===== config.mk =====
export PLATFORM = sky130hd
export DESIGN_NAME = usb_rx_ep_ctrl
export DESIGN_NICKNAME = d
export VERILOG_FILES = /design/src/rtl/usb_rx_ep_pkg.sv /design/src/rtl/rx_ep_csr.sv /design/src/rtl/rx_ep_unload.sv /design/src/rtl/rx_ep_resp.sv /design/src/rtl/usb_rx_ep_ctrl.sv
export SDC_FILE = /design/constraint.sdc
export NUM_CORES = 1
export LEC_CHECK = 0
export BUFFER_PORTS_ARGS = -buffer_cell sky130_fd_sc_hd__buf_4
export CORE_ASPECT_RATIO = 1.1
export CORE_UTILIZATION = 55
export CTS_CLUSTER_DIAMETER = 80
export DETAILED_ROUTE_END_ITERATION = 6
export HOLD_SLACK_MARGIN = 0.12
export PLACE_DENSITY = 0.89
export SLEW_MARGIN = 20
export SYNTH_ARGS = -nofsm -noshare
export SYNTH_HDL_FRONTEND = slang
export SYNTH_SLANG_ARGS = --single-unit

===== constraint.sdc =====
create_clock -name clk -period 5 [get_ports clk]
set_input_delay 0 -clock clk [delete_from_list [all_inputs] [get_ports clk]]
set_output_delay 0 -clock clk [all_outputs]
set_load 0.005 [all_outputs]

===== src/rtl/usb_rx_ep_pkg.sv =====
package usb_rx_ep_pkg;
  typedef struct packed {
    logic auto_rel;
    logic iso;
    logic dma_en;
    logic nyet_pid;
    logic dma_mode;
  } ep_cfg_t;

  localparam int BIT_AUTO = 7;
  localparam int BIT_ISO  = 6;
  localparam int BIT_DEN  = 5;
  localparam int BIT_NP   = 4;
  localparam int BIT_DMOD = 3;
  localparam int DMA_BEAT_BYTES = 4;
endpackage


===== src/rtl/rx_ep_csr.sv =====
module rx_ep_csr
  import usb_rx_ep_pkg::*;
(
  input  logic       clk,
  input  logic       rst_n,
  input  logic       we,
  input  logic [7:0] wdata,
  input  logic       pid_err,
  output ep_cfg_t    cfg,
  output logic [7:0] rdata
);
  logic keep_mode;

  // clearing the mode bit is refused while DMA is currently enabled
  assign keep_mode = cfg.dma_en && !wdata[BIT_DMOD];

  always_ff @(posedge clk) begin
    if (!rst_n) begin
      cfg <= '0;
    end else begin
      if (we) begin
        cfg.auto_rel <= wdata[BIT_AUTO];
        cfg.iso      <= wdata[BIT_ISO];
        cfg.dma_en   <= wdata[BIT_DEN];
        cfg.nyet_pid <= wdata[BIT_NP];
        cfg.dma_mode <= keep_mode ? cfg.dma_mode : wdata[BIT_DMOD];
      end
      if (cfg.iso && pid_err) cfg.nyet_pid <= 1'b1;
    end
  end

  assign rdata = {cfg.auto_rel, cfg.iso, cfg.dma_en, cfg.nyet_pid, cfg.dma_mode, 3'b000};

  AST_MODE_HELD: assert property (@(posedge clk) disable iff (!rst_n)
    (we && cfg.dma_en && !wdata[BIT_DMOD]) |=> (cfg.dma_mode == $past(cfg.dma_mode)));
  AST_PIDERR_SET: assert property (@(posedge clk) disable iff (!rst_n)
    (cfg.iso && pid_err) |=> cfg.nyet_pid);
endmodule


===== src/rtl/rx_ep_unload.sv =====
module rx_ep_unload #(
  parameter int MAXP_W = 11,
  parameter int BEAT   = 4
) (
  input  logic              clk,
  input  logic              rst_n,
  input  logic              auto_rel,
  input  logic [MAXP_W-1:0] max_pkt,
  input  logic              pkt_rcv,
  input  logic              rdy_clr,
  input  logic              unload_cpu,
  input  logic              unload_dma,
  output logic              rx_rdy,
  output logic              rdy_fall
);
  localparam int CNT_W = MAXP_W + 2;
  localparam logic [CNT_W-1:0] CNT_MAX = {CNT_W{1'b1}};

  logic [CNT_W-1:0] cnt, cnt_nxt, inc, sum;
  logic             hit, rdy_nxt;

  always_comb begin
    inc = (unload_cpu ? CNT_W'(1) : '0) + (unload_dma ? CNT_W'(BEAT) : '0);
    sum = (cnt > CNT_MAX - inc) ? CNT_MAX : cnt + inc;
    hit = rx_rdy && auto_rel && (inc != '0) && (sum == CNT_W'(max_pkt));
    if (pkt_rcv)              rdy_nxt = 1'b1;
    else if (rdy_clr || hit)  rdy_nxt = 1'b0;
    else                      rdy_nxt = rx_rdy;
    if (pkt_rcv || !rdy_nxt)  cnt_nxt = '0;
    else if (rx_rdy)          cnt_nxt = sum;
    else                      cnt_nxt = cnt;
    rdy_fall = rx_rdy && !rdy_nxt;
  end

  always_ff @(posedge clk) begin
    if (!rst_n) begin
      cnt    <= '0;
      rx_rdy <= 1'b0;
    end else begin
      cnt    <= cnt_nxt;
      rx_rdy <= rdy_nxt;
    end
  end

  AST_RDY_SET: assert property (@(posedge clk) disable iff (!rst_n)
    pkt_rcv |=> rx_rdy);
  AST_HOLD_NO_AUTO: assert property (@(posedge clk) disable iff (!rst_n)
    (rx_rdy && !auto_rel && !rdy_clr) |=> rx_rdy);
  AST_CNT_RESTART: assert property (@(posedge clk) disable iff (!rst_n)
    pkt_rcv |=> (cnt == '0));
endmodule


===== src/rtl/rx_ep_resp.sv =====
module rx_ep_resp
  import usb_rx_ep_pkg::*;
#(
  parameter int MAXP_W = 11,
  parameter int ROOM_W = 13
) (
  input  logic              clk,
  input  logic              rst_n,
  input  ep_cfg_t           cfg,
  input  logic              rx_rdy,
  input  logic              rdy_fall,
  input  logic              dma_done,
  input  logic              pkt_rcv,
  input  logic [MAXP_W-1:0] pkt_len,
  input  logic [ROOM_W-1:0] fifo_room,
  input  logic [MAXP_W-1:0] max_pkt,
  output logic              dma_req,
  output logic              dma_irq,
  output logic              hs_vld,
  output logic              hs_nyet
);
  localparam int AW = ((ROOM_W > MAXP_W) ? ROOM_W : MAXP_W) + 1;

  logic [AW-1:0] room_x, len_x, mp_x, left;
  logic          tight, irq_evt;

  always_comb begin
    room_x  = AW'(fifo_room);
    len_x   = AW'(pkt_len);
    mp_x    = AW'(max_pkt);
    left    = (room_x >= len_x) ? room_x - len_x : '0;
    tight   = left < mp_x;
    irq_evt = cfg.dma_en && (cfg.dma_mode ? dma_done : rdy_fall);
  end

  assign dma_req = cfg.dma_en && rx_rdy;

  always_ff @(posedge clk) begin
    if (!rst_n) begin
      hs_vld  <= 1'b0;
      hs_nyet <= 1'b0;
      dma_irq <= 1'b0;
    end else begin
      hs_vld  <= pkt_rcv && !cfg.iso;
      hs_nyet <= pkt_rcv && !cfg.iso && !cfg.nyet_pid && tight;
      dma_irq <= irq_evt;
    end
  end

  AST_ISO_NO_HS: assert property (@(posedge clk) disable iff (!rst_n)
    hs_vld |-> !$past(cfg.iso));
  AST_NYET_OFF: assert property (@(posedge clk) disable iff (!rst_n)
    (pkt_rcv && !cfg.iso && cfg.nyet_pid) |=> !hs_nyet);
  AST_IRQ_NEEDS_EN: assert property (@(posedge clk) disable iff (!rst_n)
    dma_irq |-> $past(cfg.dma_en));
  AST_NYET_IMPLIES_VLD: assert property (@(posedge clk) disable iff (!rst_n)
    hs_nyet |-> hs_vld);
endmodule


===== src/rtl/usb_rx_ep_ctrl.sv =====
module usb_rx_ep_ctrl
  import usb_rx_ep_pkg::*;
#(
  parameter int MAXP_W = 11,
  parameter int ROOM_W = 13
) (
  input  logic              clk,
  input  logic              rst_n,
  input  logic              csr_we,
  input  logic [7:0]        csr_wdata,
  output logic [7:0]        csr_rdata,
  input  logic [MAXP_W-1:0] max_pkt,
  input  logic [ROOM_W-1:0] fifo_room,
  input  logic              pkt_rcv,
  input  logic [MAXP_W-1:0] pkt_len,
  input  logic              pid_err,
  input  logic              rdy_clr,
  input  logic              unload_cpu,
  input  logic              unload_dma,
  input  logic              dma_done,
  output logic              rx_rdy,
  output logic              dma_req,
  output logic              dma_irq,
  output logic              hs_vld,
  output logic              hs_nyet
);
  ep_cfg_t cfg;
  logic    rdy_fall;

  rx_ep_csr u_csr (
    .clk(clk), .rst_n(rst_n), .we(csr_we), .wdata(csr_wdata),
    .pid_err(pid_err), .cfg(cfg), .rdata(csr_rdata)
  );

  rx_ep_unload #(.MAXP_W(MAXP_W), .BEAT(DMA_BEAT_BYTES)) u_unload (
    .clk(clk), .rst_n(rst_n), .auto_rel(cfg.auto_rel), .max_pkt(max_pkt),
    .pkt_rcv(pkt_rcv), .rdy_clr(rdy_clr), .unload_cpu(unload_cpu),
    .unload_dma(unload_dma), .rx_rdy(rx_rdy), .rdy_fall(rdy_fall)
  );

  rx_ep_resp #(.MAXP_W(MAXP_W), .ROOM_W(ROOM_W)) u_resp (
    .clk(clk), .rst_n(rst_n), .cfg(cfg), .rx_rdy(rx_rdy), .rdy_fall(rdy_fall),
    .dma_done(dma_done), .pkt_rcv(pkt_rcv), .pkt_len(pkt_len),
    .fifo_room(fifo_room), .max_pkt(max_pkt), .dma_req(dma_req),
    .dma_irq(dma_irq), .hs_vld(hs_vld), .hs_nyet(hs_nyet)
  );

  AST_REQ_NEEDS_RDY: assert property (@(posedge clk) disable iff (!rst_n)
    dma_req |-> rx_rdy);
  AST_RSVD_LOW: assert property (@(posedge clk) disable iff (!rst_n)
    csr_we |=> (csr_rdata[2:0] == 3'b000));
endmodule


==> parameters.txt <==
Parameter                              Value

Outcome
  Status    finished, final reports clean

Synthesis
  Flip-flop and latch count after synthesis    22
  Synthesized-area fraction occupied by ao, oa, aoi and oai cells    22.4%
  Simple-gate portion of the synthesized area    24.4%
  Number of warnings printed during yosys synthesis    0
  Fraction of synthesized cell area in xor and xnor cells    9.95%
  Async set-or-reset flop fraction in the synthesized netlist    0%
  Synth Area in Adders    14.1%
  Seq/Total Area, Yosys    18.2%
  Synthesized instance count    309
  Multiplexer share of the synthesized area    2.06%
  Yosys cell types    56
  Netlist Area Pre-Place    2430 sq um
  Number of flops mapped to enable cells by yosys    0
  Mean post-synth cell area    7.85 sq um
  Commonest register cell after synthesis    dfxtp_1
  Dominant combinational cell family by area after synthesis    simple AND/OR/NAND/NOR gates

Finish
  Commonest cells after routing, fill and taps aside    buf_4, inv_1, ha_1
  Fraction of layout instances using a drive strength above 1    18.7%
  Count of nets after finishing    458
  Util after Layout    76.1%
  Layout filler cell count    311
  Area grow syn2layout    28.2%
  Number of cells in the finished layout apart from fillers    432
  Most frequent standard cell in the layout excluding fill and tap cells    buf_4
  Non-Filler Cell Area, Final    3110 sq um

Route
  First DRT Iteration DRCs    251
  Remaining routing DRC violations    0
  Post-DRT Antenna Nets    0
  Drt via density    6.13
  Number of vias after detailed routing    2647
  Post-detailed-route wirelength per cell    16.5 microns
  1st-pass router iterations    5
  Routed wire length    7.12 mm

Setup path
  CP startpoint kind    primary input
  Data arrival time of the critical path    3350 ps
  Required time reported for the critical path endpoint    5160 ps
  Crit-path max FO    10
  Crit path capture type    register
  Worst setup path class    primary input to register

Global route
  Overflow after GRT    0
  First-pass GRT wire length    11.7 mm
  Overall track demand over capacity in global routing    31.9%
  Largest net degree at the start of global routing    16
  Via count of the first global-routing pass    2598
  Antenna violations before repair    1

Timing
  Slew Limit Fails    0
  Worst relative slew slack    44.6%
  RSZ-0062 raised after global routing    no
  Post-route setup slack    1810 ps
  Worst Tran Pin Value    809 ps
  Final-report hold violation count    0
  Post-Route Hold Slack    184 ps
  Endpoints failing setup    0
  Setup Skew    4.15 ps
  Part of the cycle the worst path needs    63.7%
  Final critical delay including setup and external delays    3190 ps
  Setup total negative slack    0 ps
  Highest clock rate    0.314 GHz

Clock network
  Clock insertion delay at the later pin of the skew report    270 ps
  Clock root buffer master    clkbuf_8
  Number of levels in the clock H-tree    1
  CTS tree    yes
  Setup bufs post-CTS    0
  Reg clk slew, reported paths    80 ps
  CTS Sinks    22
  CTS buffer count    3
  Maximum root-to-sink buffer count    2

Die
  I/O Pins    65
  Y dimension of the die    71.7 microns
  Die outline area    4680 sq um
  Starting density of the core    59.4%
  Number of rows created at floorplan    24
  Placeable core area    4080 sq um
  Die width    65.3 microns

Placed design
  Placed cells    408
  Placed cell areas    2850 sq um
  Placer congestion estimate    0.954
  Final HPWL from detailed placement    4.77 mm
  Count of buffers from port buffering    58
  Setup slack at placement    1580 ps

Power and ir drop
  Final Power    567 uW
  Static Leakage    1.45 nW
  Cell Pwr Density    182 nW/um^2
  Worst VDD drop    0.0992 mV

Hold path
  Worst hold path type    primary input to register

Flow run
  Max-cap violations    0
## cell type report
| cell class | instances | area, sq um | area share (%) |
|---|---|---|---|
| multi-input cells | 243 | 1780 | 57.3 |
| inverters | 33 | 124 | 3.98 |
| flip-flops and latches | 22 | 440 | 14.2 |
| well taps | 52 | 65.1 | 2.09 |
| clock buffers | 3 | 41.3 | 1.33 |
| clock inverters | 1 | 30.0 | 0.966 |
| diodes | 1 | 2.50 | 0.0805 |
| repair buffers | 77 | 626 | 20.1 |
## sequential cells by signal, indices dropped and copies added, names as in the netlist
register         cells
u_unload.cnt        13
u_csr.cfg            5
u_resp.dma_irq       1
u_resp.hs_nyet       1
u_resp.hs_vld        1
u_unload.rx_rdy      1
## power by group
group          switching, mW  internal, mW  leakage [nW]  total (mW)
Sequential           0.00510         0.179         0.179       0.185
Clock                 0.0653         0.107        0.0357       0.172
Combinational          0.103         0.107          1.24       0.210
Total                  0.173         0.394          1.45       0.567
## worst paths after layout
check | depth (start not counted) | to | start | slack (ps)
setup / recovery | 13 | u_resp.hs_nyet | fifo_room[10] | 1810
hold / removal | 4 | u_resp.dma_irq | rst_n | 180
setup reg to reg | 8 | u_unload.cnt[9] | u_unload.cnt[0] | 1890
hold reg to reg | 1 | u_resp.hs_vld | u_csr.cfg[3] | 520
## worst max-delay path: stages
cell and delay (ps):
buf_4 110, ha_1 350, a2111oi_0 620, nand2_1 170, a41oi_1 300, and2_1 370, nor2_1 90, ha_1 300
and3_1 170, nand3_1 110, or4_1 510, a31oi_1 180, nor3_1 60
## cell families (layout without fill, tap and decap cells)
group | Yosys count | count (layout)
xor gates and xnor gates | 26 | 26
muxes | 5 | 5
buffers and inverters | 46 | 114
other | 1 | 4
DFF | 22 | 22
and+or+nand+nor | 107 | 107
adders and majority gates | 27 | 27
AOI/OAI and AO/OA | 75 | 75
## synth_stat cells, types with 4 or more instances
cell type | number | area share, %
clkbuf_1 | 4 | 0.62
and3_1 | 6 | 1.5
xnor2_1 | 13 | 4.7
and4_1 | 6 | 2.2
o21ai_0 | 11 | 2.3
a21oi_1 | 10 | 2.1
a211oi_1 | 8 | 2.5
inv_1 | 33 | 5.1
nand4_1 | 4 | 1.0
nand3_1 | 5 | 1.0
mux2i_1 | 5 | 2.1
buf_4 | 4 | 1.2
dfxtp_1 | 22 | 18
o21a_1 | 5 | 1.5
nand2_1 | 15 | 2.3
and2_1 | 5 | 1.3
xor2_1 | 12 | 4.3
ha_1 | 25 | 13
a21o_1 | 6 | 1.9
a31oi_1 | 6 | 1.5
nor2b_1 | 9 | 2.3
nor2_1 | 23 | 3.6
nor3_1 | 15 | 3.1
## metal layers
| metal | track usage, % | share of wire (%) | up-vias |
|---|---|---|---|
| li1 | - | - | 1258 |
| met1 | 36.4 | 40 | 1239 |
| met2 | 57.0 | 50 | 111 |
| met3 | 4.46 | 4.7 | 39 |
| met4 | 16.2 | 5.3 | 0 |
| met5 | 0 | 0 | - |
## what timing repair did
| action | in CTS | in global routing |
|---|---|---|
| hold buffers | 19 | 0 |
| endpoints found under the hold margin | 8 | 0 |
| resized for setup | 0 | 0 |
(Power assumes the default switching activity.)
